`config.mk`:
```
export PLATFORM = sky130hd
export DESIGN_NAME = adc_scan_ctrl
export DESIGN_NICKNAME = d
export VERILOG_FILES = /design/src/rtl/adc_seq_pkg.sv /design/src/rtl/adc_rst_sync.sv /design/src/rtl/adc_trig_sync.sv /design/src/rtl/adc_ch_mask.sv /design/src/rtl/adc_low_pick.sv /design/src/rtl/adc_result_fmt.sv /design/src/rtl/adc_scan_ctrl.sv
export SDC_FILE = /design/constraint.sdc
export NUM_CORES = 1
export LEC_CHECK = 0
export ABC_CLOCK_PERIOD_IN_PS = 2440
export CAP_MARGIN = 20
export CORE_MARGIN = 5
export CORE_UTILIZATION = 43
export DETAILED_ROUTE_END_ITERATION = 8
export GPL_TIMING_DRIVEN = 0
export PLACE_DENSITY_LB_ADDON = 0.3
export SLEW_MARGIN = 0
export SYNTH_ARGS = -nofsm -noshare
export SYNTH_HDL_FRONTEND = slang
export SYNTH_HIERARCHICAL = 1
export SYNTH_SLANG_ARGS = --single-unit
export TNS_END_PERCENT = 5
```
`constraint.sdc`:
```
create_clock -name clk -period 2.44 [get_ports clk]
set_input_delay 0.732 -clock clk [delete_from_list [all_inputs] [get_ports clk]]
set_output_delay 0.732 -clock clk [all_outputs]
set_load 0.02 [all_outputs]
```
`src/rtl/adc_seq_pkg.sv`:
```
package adc_seq_pkg;
  localparam int RES_W = 16;
  localparam int LO_W  = 10;
  localparam int MID_W = 12;

  typedef enum logic [2:0] {
    ST_IDLE,
    ST_WARM,
    ST_SEL,
    ST_WAIT,
    ST_PUSH
  } seq_state_e;

  typedef enum logic [1:0] {
    SM_SE_U_DF_S = 2'd0,
    SM_SE_S_DF_U = 2'd1,
    SM_ALL_U     = 2'd2,
    SM_ALL_S     = 2'd3
  } sign_mode_e;

  typedef enum logic [1:0] {
    RS_10  = 2'd0,
    RS_12  = 2'd1,
    RS_16A = 2'd2,
    RS_16B = 2'd3
  } res_sel_e;
endpackage

```
`src/rtl/adc_rst_sync.sv`:
```
module adc_rst_sync (
  input  logic clk,
  input  logic rst_n,
  output logic rst_sync_n
);
  logic q1, q2;

  always_ff @(posedge clk or negedge rst_n) begin
    if (!rst_n) begin
      q1 <= 1'b0;
      q2 <= 1'b0;
    end else begin
      q1 <= 1'b1;
      q2 <= q1;
    end
  end

  assign rst_sync_n = q2;
endmodule

```
`src/rtl/adc_trig_sync.sv`:
```
module adc_trig_sync #(
  parameter int NUM_TRIG = 4,
  localparam int TSEL_W = (NUM_TRIG > 1) ? $clog2(NUM_TRIG) : 1
) (
  input  logic                clk,
  input  logic                rst_n,
  input  logic [NUM_TRIG-1:0] trig_in,
  input  logic [TSEL_W-1:0]   trig_sel,
  input  logic                trig_en,
  output logic                trig_edge
);
  logic [NUM_TRIG-1:0] s1_q, s2_q;
  logic                sel_line;
  logic                prev_q;

  always_ff @(posedge clk or negedge rst_n) begin
    if (!rst_n) begin
      s1_q <= '0;
      s2_q <= '0;
    end else begin
      s1_q <= trig_in;
      s2_q <= s1_q;
    end
  end

  always_comb sel_line = s2_q[trig_sel];

  always_ff @(posedge clk or negedge rst_n) begin
    if (!rst_n) prev_q <= 1'b0;
    else        prev_q <= sel_line;
  end

  assign trig_edge = trig_en & sel_line & ~prev_q;
endmodule

```
`src/rtl/adc_ch_mask.sv`:
```
module adc_ch_mask #(
  parameter int NUM_CH = 16
) (
  input  logic              clk,
  input  logic              rst_n,
  input  logic [NUM_CH-1:0] set_i,
  input  logic [NUM_CH-1:0] clr_i,
  output logic [NUM_CH-1:0] en_o
);
  for (genvar i = 0; i < NUM_CH; i++) begin : g_bit
    logic bit_q;
    logic bit_d;
    logic bit_ce;

    always_comb begin
      bit_ce = set_i[i] | clr_i[i];
      bit_d  = clr_i[i] ? 1'b0 : 1'b1;
    end

    always_ff @(posedge clk or negedge rst_n) begin
      if (!rst_n)      bit_q <= 1'b0;
      else if (bit_ce) bit_q <= bit_d;
    end

    assign en_o[i] = bit_q;
  end
endmodule

```
`src/rtl/adc_low_pick.sv`:
```
module adc_low_pick #(
  parameter int N = 16,
  localparam int IDX_W = (N > 1) ? $clog2(N) : 1
) (
  input  logic [N-1:0]     vec,
  output logic [IDX_W-1:0] idx
);
  always_comb begin
    idx = '0;
    for (int i = N - 1; i >= 0; i--) begin
      if (vec[i]) idx = IDX_W'(i);
    end
  end
endmodule

```
`src/rtl/adc_result_fmt.sv`:
```
module adc_result_fmt
  import adc_seq_pkg::*;
(
  input  logic [RES_W-1:0] raw,
  input  logic [1:0]       res_sel,
  input  logic             diff,
  input  logic [1:0]       sign_mode,
  output logic [RES_W-1:0] fmt
);
  localparam logic [RES_W-1:0] KEEP_LO  = {RES_W{1'b1}} >> (RES_W - LO_W);
  localparam logic [RES_W-1:0] KEEP_MID = {RES_W{1'b1}} >> (RES_W - MID_W);
  localparam logic [RES_W-1:0] KEEP_ALL = {RES_W{1'b1}};

  logic [RES_W-1:0] keep;
  logic             sbit;
  logic             is_signed;

  always_comb begin
    case (res_sel_e'(res_sel))
      RS_10:   begin keep = KEEP_LO;  sbit = raw[LO_W-1];  end
      RS_12:   begin keep = KEEP_MID; sbit = raw[MID_W-1]; end
      default: begin keep = KEEP_ALL; sbit = raw[RES_W-1]; end
    endcase
  end

  always_comb begin
    case (sign_mode_e'(sign_mode))
      SM_SE_U_DF_S: is_signed = diff;
      SM_SE_S_DF_U: is_signed = ~diff;
      SM_ALL_U:     is_signed = 1'b0;
      default:      is_signed = 1'b1;
    endcase
  end

  always_comb begin
    fmt = raw & keep;
    if (is_signed && sbit) fmt = fmt | ~keep;
  end
endmodule

```
`src/rtl/adc_scan_ctrl.sv`:
```
module adc_scan_ctrl
  import adc_seq_pkg::*;
#(
  parameter int NUM_CH      = 16,
  parameter int NUM_TRIG    = 4,
  parameter int STARTUP_CYC = 6,
  localparam int CH_W   = (NUM_CH > 1) ? $clog2(NUM_CH) : 1,
  localparam int TSEL_W = (NUM_TRIG > 1) ? $clog2(NUM_TRIG) : 1
) (
  input  logic                clk,
  input  logic                rst_n,
  input  logic                sw_start,
  input  logic [NUM_TRIG-1:0] hw_trig,
  input  logic [TSEL_W-1:0]   trig_sel,
  input  logic                trig_en,
  input  logic [NUM_CH-1:0]   ch_en_set,
  input  logic [NUM_CH-1:0]   ch_en_clr,
  input  logic [NUM_CH-1:0]   ch_diff,
  input  logic [1:0]          sign_mode,
  input  logic [1:0]          res_sel,
  input  logic                sleep_en,
  output logic                conv_en,
  output logic                conv_start,
  output logic [CH_W-1:0]     conv_ch,
  input  logic                conv_done,
  input  logic [RES_W-1:0]    conv_data,
  output logic                res_valid,
  input  logic                res_ready,
  output logic [RES_W-1:0]    res_data,
  output logic [CH_W-1:0]     res_ch,
  output logic                busy,
  output logic                overrun
);
  localparam int WARM_W = $clog2(STARTUP_CYC + 1);

  logic              rst_i_n;
  logic              hw_edge;
  logic              start_req;
  logic [NUM_CH-1:0] ch_en;
  logic [CH_W-1:0]   pick_ch;
  logic [RES_W-1:0]  fmt_val;

  seq_state_e        state_q, state_d;
  logic [NUM_CH-1:0] pend_q, pend_d;
  logic [CH_W-1:0]   cur_q;
  logic [WARM_W-1:0] warm_q, warm_d;
  logic [RES_W-1:0]  data_q;
  logic              ovr_q, ovr_d;
  logic              ld_cur, cap_res;

  adc_rst_sync u_rst (
    .clk        (clk),
    .rst_n      (rst_n),
    .rst_sync_n (rst_i_n)
  );

  adc_trig_sync #(.NUM_TRIG(NUM_TRIG)) u_trig (
    .clk       (clk),
    .rst_n     (rst_i_n),
    .trig_in   (hw_trig),
    .trig_sel  (trig_sel),
    .trig_en   (trig_en),
    .trig_edge (hw_edge)
  );

  adc_ch_mask #(.NUM_CH(NUM_CH)) u_mask (
    .clk   (clk),
    .rst_n (rst_i_n),
    .set_i (ch_en_set),
    .clr_i (ch_en_clr),
    .en_o  (ch_en)
  );

  adc_low_pick #(.N(NUM_CH)) u_pick (
    .vec (pend_q),
    .idx (pick_ch)
  );

  adc_result_fmt u_fmt (
    .raw       (conv_data),
    .res_sel   (res_sel),
    .diff      (ch_diff[cur_q]),
    .sign_mode (sign_mode),
    .fmt       (fmt_val)
  );

  assign start_req = sw_start | hw_edge;

  always_comb begin
    state_d = state_q;
    pend_d  = pend_q;
    warm_d  = warm_q;
    ovr_d   = ovr_q;
    ld_cur  = 1'b0;
    cap_res = 1'b0;

    if (start_req && state_q != ST_IDLE) ovr_d = 1'b1;

    case (state_q)
      ST_IDLE: begin
        if (start_req && |ch_en) begin
          pend_d = ch_en;
          if (sleep_en) begin
            state_d = ST_WARM;
            warm_d  = WARM_W'(STARTUP_CYC - 1);
          end else begin
            state_d = ST_SEL;
          end
        end
      end
      ST_WARM: begin
        if (warm_q == '0) state_d = ST_SEL;
        else              warm_d  = warm_q - 1'b1;
      end
      ST_SEL: begin
        ld_cur  = 1'b1;
        state_d = ST_WAIT;
      end
      ST_WAIT: begin
        if (conv_done) begin
          cap_res       = 1'b1;
          pend_d[cur_q] = 1'b0;
          state_d       = ST_PUSH;
        end
      end
      ST_PUSH: begin
        if (res_ready) state_d = (|pend_q) ? ST_SEL : ST_IDLE;
      end
      default: state_d = ST_IDLE;
    endcase
  end

  always_ff @(posedge clk or negedge rst_i_n) begin
    if (!rst_i_n) begin
      state_q <= ST_IDLE;
      pend_q  <= '0;
      warm_q  <= '0;
      ovr_q   <= 1'b0;
    end else begin
      state_q <= state_d;
      pend_q  <= pend_d;
      warm_q  <= warm_d;
      ovr_q   <= ovr_d;
    end
  end

  always_ff @(posedge clk or negedge rst_i_n) begin
    if (!rst_i_n)    cur_q <= '0;
    else if (ld_cur) cur_q <= pick_ch;
  end

  always_ff @(posedge clk or negedge rst_i_n) begin
    if (!rst_i_n)     data_q <= '0;
    else if (cap_res) data_q <= fmt_val;
  end

  assign conv_en    = ~sleep_en | (state_q != ST_IDLE);
  assign conv_start = (state_q == ST_SEL);
  assign conv_ch    = (state_q == ST_SEL) ? pick_ch : cur_q;
  assign res_valid  = (state_q == ST_PUSH);
  assign res_data   = data_q;
  assign res_ch     = cur_q;
  assign busy       = (state_q != ST_IDLE);
  assign overrun    = ovr_q;
endmodule

```
---- After elaboration in Yosys (flattened, before gate mapping) ----
Index checks and enable logic that the tools add are counted.
Widths: inputs -> output; s select.
storage, ports and cells
  register bits ........................... 70
  input bits .............................. 81
  output and inout port bits .............. 29
  logic and storage cells ................. 148
cells by class
  add/subtract/negate cells ............... 1
  $lt $le $gt $ge ......................... 3
  eq/ne operators ......................... 13
  multiplexer cells ....................... 60
  bitwise operators ....................... 28
  reductions and logical operators ........ 16
operators with widths
  operator            number
  $mux 4              17
  $pmux 16 s2         2
  $mux 16             3
  $and 16x16->16      2
  $not 16->16         2
  $reduce_or 16->1    2
  $mux 1              22
  $mux 3              7
  $or 1x1->1          18
  $or 16x16->16       1
  $pmux 3 s5          1
  $ne 2x2->1 const B  5
  $reduce_and 4->1    2
  $eq 3x2->1 const B  2
  $logic_not 3->1     2
  $pmux 3 s2          1
  $lt 4x5->1 const B  1
  $bmux 1 s4          1
  $demux 1 s4         1
  $eq 2x1->1 const B  2
  $ge 4x1->1 const B  1
  $logic_and 1x1->1   4
  $logic_not 2->1     2
  $mux 2              2
  14 further kinds    18

---- Longest topological paths before layout ----
Gate-level depths: netlist of run 1.
  word-level depth ........................ 17
  mapped depth ............................ 8

---- Hierarchy ----
The synthesis of run 1 kept the hierarchy.
by module, submodules not included
  module          times used  cells each  area each (µm²)  seq. area each (µm²)
  adc_scan_ctrl   1           220         2222.1           1076.0
  adc_ch_mask     1           48          680.7            400.4
  adc_trig_sync   1           11          256.5            225.2
  adc_low_pick    1           31          178.9            0.0
  adc_result_fmt  1           27          167.7            0.0
  adc_rst_sync    1           3           53.8             50.0

---- Worst setup path before layout of run 1 ----
No wires, ideal clock.
  path type ............................... input port to flip-flop
  start point ............................. input trig_sel[0]
  end point ............................... register state_q[1]
  library setup time ...................... 0.129 ns
  arrival ................................. 2.336 ns
  setup slack ............................. -0.026 ns
  cell stages on the path ................. 7
  path buffers ............................ 1
  path through ............................ mux4_2 and3b_1 or2_2 clkbuf_1 mux2_2 o31ai_1 o32ai_1
on the way
  longest elaborated chain between the ends .. 8
ends and longest elaborated chain
  what                          line                  text
  from (decl)                   adc_scan_ctrl.sv:14   input logic [TSEL_W-1:0] trig_sel,
  $bmux 1 s2                    adc_trig_sync.sv:26   always_comb sel_line = s2_q[trig_sel];
  $mux 1 (not written as such)  adc_trig_sync.sv:26
  $and 1x1->1 (2 in a row)      adc_trig_sync.sv:33   assign trig_edge = trig_en & sel_line & ~prev_q;
  named net hw_edge             adc_scan_ctrl.sv:37   logic hw_edge;
  $or 1x1->1                    adc_scan_ctrl.sv:87   assign start_req = sw_start | hw_edge;
  $logic_and 1x1->1             adc_scan_ctrl.sv:101  if (start_req && |ch_en) begin
  $ne 2x2->1 (no line)          --
  $reduce_and 4->1 (no line)    --
  to (signal assigned)          adc_scan_ctrl.sv:140  state_q <= state_d;
  to (decl)                     adc_scan_ctrl.sv:43   seq_state_e state_q, state_d;
The timed path passes the listed nets, and every way through them passes these cells. The select of a mux whose other input is x is not followed.
A chain may end at the register's enable or synchronous reset.

---- Worst setup path after layout of run 1 ----
  start point ............................. register pend_q[15]
  end point ............................... output conv_ch[2]
on the way
  longest elaborated chain between the ends .. 17
ends and longest elaborated chain
  what                    line                  text
  from (decl)             adc_scan_ctrl.sv:44   logic [NUM_CH-1:0] pend_q, pend_d;
  from (signal assigned)  adc_scan_ctrl.sv:141  pend_q <= pend_d;
  $mux 4 (16 in a row)    adc_low_pick.sv:11    if (vec[i]) idx = IDX_W'(i);
  named net pick_ch[2]    adc_scan_ctrl.sv:40   logic [CH_W-1:0] pick_ch;
  $mux 4                  adc_scan_ctrl.sv:159  assign conv_ch = (state_q == ST_SEL) ? pick_ch : cur_q;
  to (decl)               adc_scan_ctrl.sv:24   output logic [CH_W-1:0] conv_ch,
The timed path passes the listed nets, and every way through them passes these cells.

==> results of run 1 <==
==> cells in the final DEF, fill, tap and decap left out, types with 3 or more instances in the layout <==
cell | synthesis | final
a21oi_1 | 9 | 8
buf_4 | 30 | 36
buf_6 | 1 | 7
clkbuf_8 | 0 | 9
clkdlybuf4s50_1 | 0 | 87
clkinv_4 | 0 | 3
dfrtp_1 | 70 | 65
dfrtp_2 | 0 | 4
dlygate4sd2_1 | 0 | 4
dlymetal6s2s_1 | 0 | 4
inv_1 | 23 | 22
mux2_4 | 0 | 4
mux2i_1 | 17 | 17
mux4_2 | 4 | 6
nand2_1 | 61 | 61
nand2b_1 | 3 | 3
nand3_1 | 4 | 4
nand3b_1 | 4 | 4
nand4_1 | 3 | 3
nor2_1 | 13 | 11
nor4_1 | 8 | 8
o21ai_0 | 20 | 16
o21ai_1 | 2 | 6
o21ba_1 | 16 | 16
o41ai_1 | 6 | 5
==> cell type report <==
cell class	instances	area [um2]	share of cell area (%)
clock inverter	7	106	2.09
multi-input combinational	211	1550	30.5
tap	105	131	2.58
buffer	35	262	5.13
sequential	70	1760	34.6
clock buffer	9	124	2.43
timing repair buffer	109	1070	21.0
inverter	23	86.3	1.69
==> layer usage <==
| layer | up-vias | share of wire (%) | GRT usage [%] |
|---|---|---|---|
| met5 | - | 0 | 0 |
| met4 | 0 | 1.6 | 6.54 |
| met3 | 10 | 7.6 | 3.11 |
| met2 | 103 | 50 | 29.1 |
| met1 | 1355 | 41 | 21.9 |
| li1 | 1394 | - | - |
==> synthesized netlist by cell type, types with 2 or more instances <==
cell	number	area share, %
a21oi_1	9	1.3
a31oi_1	2	0.35
buf_4	30	6.3
clkbuf_1	3	0.32
dfrtp_1	70	49
ha_1	2	0.70
inv_1	23	2.4
mux2_2	5	1.6
mux2i_1	17	4.8
mux4_1	2	1.5
mux4_2	4	2.5
nand2_1	61	6.4
nand2b_1	3	0.53
nand3_1	4	0.56
nand3b_1	4	0.84
nand4_1	3	0.53
nor2_1	13	1.4
nor2b_1	2	0.35
nor3_1	2	0.28
nor4_1	8	1.4
o21ai_0	20	2.8
o21ai_1	2	0.28
o21ba_1	16	4.5
o31ai_1	2	0.42
o41ai_1	6	1.5
or2_2	2	0.35
or3_1	2	0.35
==> cells by family after synthesis <==
logic type / count (synthesis) / synth area share (%)
AOI/OAI and AO/OA: 64 / 12.7
xor gates and xnor gates: 1 / 0.246
muxes: 28 / 10.4
and+or+nand+nor: 115 / 17.0
DFF: 70 / 49.2
buffers and inverters: 59 / 9.63
other: 1 / 0.105
adders and majority gates: 2 / 0.703
==> flip-flops by register name, summed over array words and instances (netlist names) <==
signal and count:
warm_q 3, overrun 1, u_trig/prev_q 1, u_mask/g_bit.bit_q 16, u_trig/s1_q 4, u_rst/rst_sync_n 1
res_ch 4, u_rst/q1 1, res_data 16, pend_q 16, u_trig/s2_q 4, state_q 3
==> through the flow <==
stage	area, um2	hold WS (ps)
global placement	4690	333
CTS	4960	355
global route	5090	363
floorplan	3560	331
detailed placement	4700	335
finish	5090	356
==> what timing repair did <==
item                                    CTS  global route
pin swaps                                 6            11
setup buffers                             2             7
endpoints found under the setup margin   31            12
resized for setup                        27            42
==> path summary, 6_finish.rpt <==
check / cells after the start / to
worst max-delay path: 5 / conv_ch[2]
worst min-delay path: 0 / u_trig/s2_q[1]
worst max register to register: 8 / res_data[12]
worst min register to register: 0 / u_trig/s2_q[1]
max in group asynchronous: 0 / pend_q[10]
min in group asynchronous: 0 / u_trig/s1_q[3]
==> power by group <==
part / leakage, uW / internal, uW / switching [uW] / total [uW]
logic: 0.00148 / 1310 / 1270 / 2580
registers: 0.000859 / 1500 / 358 / 1860
clock network: 0.000116 / 591 / 468 / 1060
total: 0.00245 / 3400 / 2090 / 5490
==> impl_metrics.csv, run 1 <==
group,metric,value,unit
clock_tree,tritoncts,"built",
critical_path,crit_path_max_fanout,4,
critical_path,reg2reg_slack,90,ps
global_route,grt_pass1_wl,14.0,mm
clock_tree,cts_buffers,9,
clock_tree,clk_pin_slew,80,ps
critical_path,arrival,1760,ps
flow_run,max_cap_viol_count,0,
synthesis,ys_types,50,
power_and_ir_drop,ir_drop,0.000462,V
die,io_pins,110,
die,start_util,43.8,%
synthesis,yosysSeqAreaShare,49.2,%
critical_path,startpoint_type,"flip-flop",
place,hpwl,6.39,mm
critical_path,cpMaxStageDelayCell,"dfrtp_2",
timing,hold_viol,0,
detailed_routing,drc_errors,0,
global_route,grt_use_total,17.2,%
power_and_ir_drop,finalPower,5490,uW
timing,timing.fmax,401,MHz
cells_and_area,diodes,0,
place,post-place-ws,-671,ps
global_route,grt_max_degree,69,
detailed_routing,first_iter_violations,176,
timing,fin_crit_sh,102,%
outcome,status,"finished with violations",
synthesis,synth-seq-cells,70,
detailed_routing,first_pass_iters,4,
place,io_buffer_count,100,
die,die_area,10200,um2
cells_and_area,area_growth,43.1,%
timing,rsz0062_at_grt,"true",
die,dieHeight,101,um
timing,slew_viol_final,0,
timing,fin_setup_tns,-205,ps
cells_and_area,fin_util,62.6,%
clock_tree,cts_root_buffer,"clkbuf_8",
detailed_routing,via_per_inst,5.03,
critical_path,critical-path-max-stage-delay,450,ps
cells_and_area,final_cells,569,
min_path,hold_path_startpoint,"u_trig/s1_q[1]",
critical_path,critPathTopFamily,"flip-flops",
synthesis,syn_area,3560,um2
global_route,grt_overflow,0,
synthesis,yosys_warnings,6,
synthesis,synth-edff-count,0,
detailed_routing,routed_wl,8.53,mm
place,place_congestion,0.885,
critical_path,critPathLaunch,"pend_q[15]",
clock_tree,cts.hold.buffers_added,0,
timing,worst_pin_slew,858,ps
global_route,antenna_found_initial,0,
cells_and_area,drive_gt1_share,21.1,%
min_path,min_path_type,"reg2reg",
clock_tree,cts_max_level,3,
detailed_routing,vias,2862,
outcome,violations,"setup timing",
die,fp.coreArea,8130,um2
timing,setup_viol,7,
cells_and_area,nNetsFinal,542,
clock_tree,cts.path.max_buffers,2,
critical_path,critPathBufInv,2,
die,rows,33,
global_route,grt_pass1_vias,2969,
critical_path,rr_startpoint,"res_ch[0]",
synthesis,ys_async_sr_fraction,100,%
timing,skew,7.07,ps
synthesis,synth_top_flop_cell,"dfrtp_1",
synthesis,postSynthCellCount,340,
timing,fin_ws,-52.7,ps
cells_and_area,num-fill-cells,671,
power_and_ir_drop,leakage,0.00245,uW
detailed_routing,wl_per_cell,15.0,um
timing,finalCriticalPeriod,2490,ps
place,dp.cells,545,
critical_path,crit_chain,"buf_6, o41ai_2, a21oi_1, mux2_4, buf_6",
critical_path,cp_common_cell,"buf_6",
critical_path,worst_setup_path_end_kind,"primary output",
critical_path,critPathKind,"reg2out",
synthesis,syn_area_per_cell,10.5,um2
die,die_w,101,um
critical_path,cp.required,1710,ps
power_and_ir_drop,powerDensity,1080,nW/um2
synthesis,syn_nets,423,
detailed_routing,ant_nets,0,
clock_tree,clkLatencyLatePin,350,ps
clock_tree,cts_num_sinks,70,
timing,slew_headroom,42.8,%
No activity file was read; power rests on OpenSTA's default activity.
==> run 2: changes to the inputs <==
- REMOVE_ABC_BUFFERS: default -> 1
- TNS_END_PERCENT: 5 -> 30
==> impl_metrics.csv, run 2 (same netlist as run 1, synthesis figures left out) <==
group,metric,value,unit
critical_path,cp.depth,6,
critical_path,rr_startpoint,"res_ch[0]",
timing,slew_headroom,42.5,%
cells_and_area,nNetsFinal,528,
global_route,grt_pass1_vias,2855,
die,die_w,101,um
critical_path,cpMaxStageDelayCell,"dfrtp_1",
critical_path,arrival,1830,ps
place,hpwl,5.87,mm
critical_path,critical-path-max-stage-delay,420,ps
critical_path,crit_chain,"nor2_2, nor3_1, o31ai_1, a31oi_1, mux2_4, buf_6",
cells_and_area,drive_gt1_share,18.7,%
min_path,hold_path_depth,0,
timing,fin_ws,-121,ps
timing,finalCriticalPeriod,2560,ps
flow_run,max_cap_viol_count,0,
timing,timing.fmax,390,MHz
cells_and_area,area_growth,42.5,%
min_path,hold_path_startpoint,"u_trig/s1_q[2]",
critical_path,critPathTopFamily,"flip-flops",
die,die_area,10200,um2
die,start_util,43.8,%
die,fp.coreArea,8130,um2
timing,worst_pin_slew,863,ps
detailed_routing,via_per_inst,4.96,
clock_tree,cts_root_buffer,"clkbuf_8",
power_and_ir_drop,powerDensity,1110,nW/um2
clock_tree,tritoncts,"built",
cells_and_area,diodes,0,
cells_and_area,final_area,5070,um2
clock_tree,cts_buffers,9,
power_and_ir_drop,leakage,0.00236,uW
critical_path,startpoint_type,"flip-flop",
outcome,violations,"setup timing",
global_route,antenna_found_initial,0,
detailed_routing,drc_errors,0,
detailed_routing,ant_nets,0,
critical_path,timing.rr.end,"res_data[15]",
critical_path,critPathBufInv,1,
clock_tree,clkLatencyLatePin,350,ps
die,dieHeight,101,um
clock_tree,cts_num_sinks,70,
place,dp.cells,518,
timing,fin_setup_tns,-178,ps
place,place_congestion,0.867,
clock_tree,cts.hold.buffers_added,0,
cells_and_area,seq_area,1770,um2
power_and_ir_drop,finalPower,5630,uW
clock_tree,clk_pin_slew,80,ps
place,placed_area,4530,um2
power_and_ir_drop,ir_drop,0.000579,V
cells_and_area,num-fill-cells,708,
critical_path,critPathKind,"reg2out",
detailed_routing,vias,2753,
place,post-place-ws,-572,ps
min_path,min_path_type,"reg2reg",
detailed_routing,routed_wl,8.27,mm
global_route,grt_max_degree,69,
clock_tree,cts.path.max_buffers,2,
global_route,grt_pass1_wl,13.5,mm
cells_and_area,final_cells,555,
timing,setup_viol,3,
timing,hold_viol,0,
cells_and_area,multi_input_area,1580,um2
timing,rsz0062_at_grt,"true",
critical_path,crit_path_max_fanout,3,
cells_and_area,final_cell_mix,"clkdlybuf4s50_1 (100), nand2_1 (61), dfrtp_1 (59)",
detailed_routing,first_pass_iters,6,
global_route,grt_use_total,16.8,%
place,io_buffer_count,109,
min_path,hold-path-endpoint,"u_trig/s2_q[2]",
timing,fin_crit_sh,105,%
critical_path,worst_setup_path_end_kind,"primary output",
clock_tree,cts_max_level,3,
timing,slew_viol_final,0,
global_route,grt_overflow,0,
detailed_routing,first_iter_violations,113,
die,rows,33,
outcome,status,"finished with violations",
die,io_pins,110,
critical_path,reg2reg_slack,120,ps
critical_path,cp.required,1710,ps
cells_and_area,layout_commonest_cell,"clkdlybuf4s50_1",
critical_path,r2r.worst_path.cells,7,
timing,skew,7.69,ps
detailed_routing,wl_per_cell,14.9,um
[run 2: where the power goes]
part | internal, uW | switching (uW) | total [uW]
Sequential | 1510 | 415 | 1920
Clock | 681 | 447 | 1130
Combinational | 1370 | 1210 | 2580
[run 2: worst max path at each step]
stage | from | end | slack, ps
3_5_place_dp | ch_diff[4] | res_data[14] | -570
2_1_floorplan | res_ch[0] | res_data[12] | -20
4_1_cts | pend_q[7] | conv_ch[3] | -150
5_1_grt | pend_q[14] | conv_ch[1] | -140
3_3_place_gp | ch_diff[9] | res_data[12] | -550
6_report | pend_q[15] | conv_ch[1] | -120
[run 2: routing by layer]
layer  share of wire [%]  track usage (%)  vias up
met1                  46             22.6     1288
li1                    -                -     1362
met3                 6.3             3.60       10
met2                  46             26.5       93
met5                   0                0        -
met4                 1.6             6.75        0
[run 2: area by class of cell]
cell class	count	area share, %
Sequential cell	70	34.9
Multi-Input combinational cell	211	31.1
Timing Repair Buffer	130	24.9
Tap cell	105	2.59
Clock buffer	9	2.44
Clock inverter	7	2.42
Inverter	23	1.70
[run 2: metrics by stage]
step	hold WS, ps	utilization, %
after floorplan	331	-
after global placement	334	55.6
after detailed placement	335	55.7
after CTS	353	61.3
after global routing	374	62.3
final	351	62.3
[run 2: repair_timing]
item,4_1_cts,5_1_grt
cloned,0,0
resized for setup,50,21
endpoints found under the setup margin,33,29
pin swaps,14,11
buffers inserted,17,4
[run 2: worst reg2reg max path, stage by stage (launching register included)]
cell     delay [ps]
dfrtp_2         560
mux4_1          600
mux4_2          480
nor2b_4         160
xnor2_4         220
o21ai_1          90
nand2_1          60
nand2_1          50
==> run 3: changes to the inputs <==
==> constraint.sdc (replaced) <==
create_clock -name clk -period 2.44 [get_ports clk]
set_input_delay 0.488 -clock clk [delete_from_list [all_inputs] [get_ports clk]]
set_output_delay 0.488 -clock clk [all_outputs]
set_load 0.02 [all_outputs]
==> impl_metrics.csv, run 3 (same netlist as run 1, synthesis figures left out) <==
group,metric,value,unit
clock_tree,tritoncts,"built",
global_route,grt_pass1_wl,13.0,mm
die,die_w,101,um
clock_tree,cts.path.max_buffers,2,
die,io_pins,110,
critical_path,arrival,1900,ps
place,io_buffer_count,109,
critical_path,startpoint_type,"flip-flop",
cells_and_area,layout_commonest_cell,"clkdlybuf4s50_1",
critical_path,cp.required,1950,ps
clock_tree,cts_num_sinks,70,
critical_path,cpMaxStageDelayCell,"dfrtp_2",
die,dieHeight,101,um
power_and_ir_drop,seq_power_share,37.6,%
detailed_routing,drc_errors,0,
power_and_ir_drop,ir_drop,0.000569,V
critical_path,worst_setup_path_end_kind,"primary output",
timing,timing.fmax,419,MHz
detailed_routing,wl_per_cell,14.5,um
cells_and_area,final_cell_mix,"clkdlybuf4s50_1 (102), dfrtp_1 (64), nand2_1 (61)",
critical_path,crit_path_max_fanout,5,
min_path,min_path_type,"in2async",
place,place_congestion,0.867,
clock_tree,clkLatencyLatePin,350,ps
clock_tree,cts_root_buffer,"clkbuf_8",
cells_and_area,drive_gt1_share,11.6,%
timing,slew_viol_final,0,
global_route,grt_max_degree,69,
power_and_ir_drop,p_int,3220,uW
clock_tree,clk_pin_slew,80,ps
die,fp.coreArea,8130,um2
detailed_routing,routed_wl,7.78,mm
place,hpwl,5.87,mm
power_and_ir_drop,p_sw,1920,uW
detailed_routing,first_iter_violations,132,
timing,worst_pin_slew,870,ps
place,post-place-ws,-328,ps
cells_and_area,fin_util,59.1,%
power_and_ir_drop,powerDensity,1070,nW/um2
global_route,grt_pass1_vias,2757,
critical_path,critPathTopFamily,"flip-flops",
detailed_routing,via_per_inst,5.02,
die,die_area,10200,um2
cells_and_area,final_area,4800,um2
die,rows,33,
global_route,antenna_found_initial,0,
critical_path,crit_chain,"nor2_2, nor3_1, o31ai_1, a31oi_1, mux2_2, clkdlybuf4s15_2",
die,start_util,43.8,%
timing,setup_viol,0,
power_and_ir_drop,switching_share,37.3,%
outcome,status,"finished clean",
detailed_routing,first_pass_iters,4,
critical_path,critical-path-max-stage-delay,440,ps
power_and_ir_drop,leakage,0.00221,uW
power_and_ir_drop,clkPwrFrac,21.9,%
timing,fin_setup_tns,0,ps
cells_and_area,diodes,0,
place,placed_area,4530,um2
cells_and_area,nNetsFinal,509,
detailed_routing,ant_nets,0,
timing,finalCriticalPeriod,2390,ps
cells_and_area,area_growth,34.9,%
timing,fin_ws,50.9,ps
global_route,grt_use_total,16.2,%
timing,hold_viol,0,
timing,slew_headroom,42.0,%
critical_path,critPathBufInv,1,
timing,rsz0062_at_grt,"true",
detailed_routing,vias,2693,
timing,skew,8.31,ps
critical_path,critPathKind,"reg2out",
clock_tree,cts_buffers,9,
timing,fin_crit_sh,97.9,%
flow_run,max_cap_viol_count,0,
power_and_ir_drop,pwr-share-comb,40.5,%
global_route,grt_overflow,0,
clock_tree,cts_max_level,3,
==> run 3: worst paths after layout <==
path | startpoint | endpoint | slack [ps] | cells after the start
max | pend_q[14] | conv_ch[1] | 50 | 6
min reg2reg | u_trig/s1_q[3] | u_trig/s2_q[3] | 350 | 0
min in group clk | u_trig/s1_q[3] | u_trig/s2_q[3] | 350 | 0
max in group asynchronous | u_rst/rst_sync_n | state_q[2] | 1350 | 0
max reg2reg | res_ch[1] | res_data[12] | 150 | 7
min | rst_n | u_rst/rst_sync_n | 290 | 1
==> run 3: final cells by class <==
cell class / count / area (um2)
Sequential cell: 70 / 1760
Fill cell: 738 / 3330
Clock buffer: 9 / 124
Multi-Input combinational cell: 211 / 1490
Timing Repair Buffer: 111 / 1090
Tap cell: 105 / 131
Clock inverter: 7 / 123
Inverter: 23 / 86.3
==> run 3: per-layer routing <==
layer / vias to the layer above / share of wire, % / track usage, %
li1: 1334 / - / -
met1: 1244 / 46 / 21.9
met2: 103 / 45 / 25.0
met3: 12 / 6.9 / 3.53
met4: 0 / 1.9 / 6.95
met5: - / 0 / 0
==> run 3: stage by stage <==
step	hold slack (ps)	total power, uW	instances
CTS	279	5170	535
global route	278	5480	536
global placement	334	3980	518
finish	295	5140	536
detailed placement	335	4030	518
floorplan	192	3150	304
==> run 3: repair_timing <==
item                                    4_1_cts  5_1_grt
setup buffers                                 1        1
endpoints found under the setup margin       13       11
hold buffers                                  0        0
pin swaps                                     2        1
gates resized for setup                      19        8
==> run 3: power by group through the flow <==
stage / Combinational (uW) / Sequential [uW] / Clock, uW
5_1_grt: 2280 / 2010 / 1200
3_5_place_dp: 2070 / 1960 / 0
3_3_place_gp: 2030 / 1950 / 0
4_1_cts: 2060 / 1950 / 1160
2_1_floorplan: 1110 / 2030 / 0
6_report: 2080 / 1930 / 1130
==> run 3: worst reg2reg max path, cell delays in order (launching register included) <==
cell     delay (ps)
dfrtp_1         650
mux4_2          370
mux4_2          470
nor2b_1         170
xnor2_2         250
o21ai_0         140
nand2_1          70
nand2_1          60
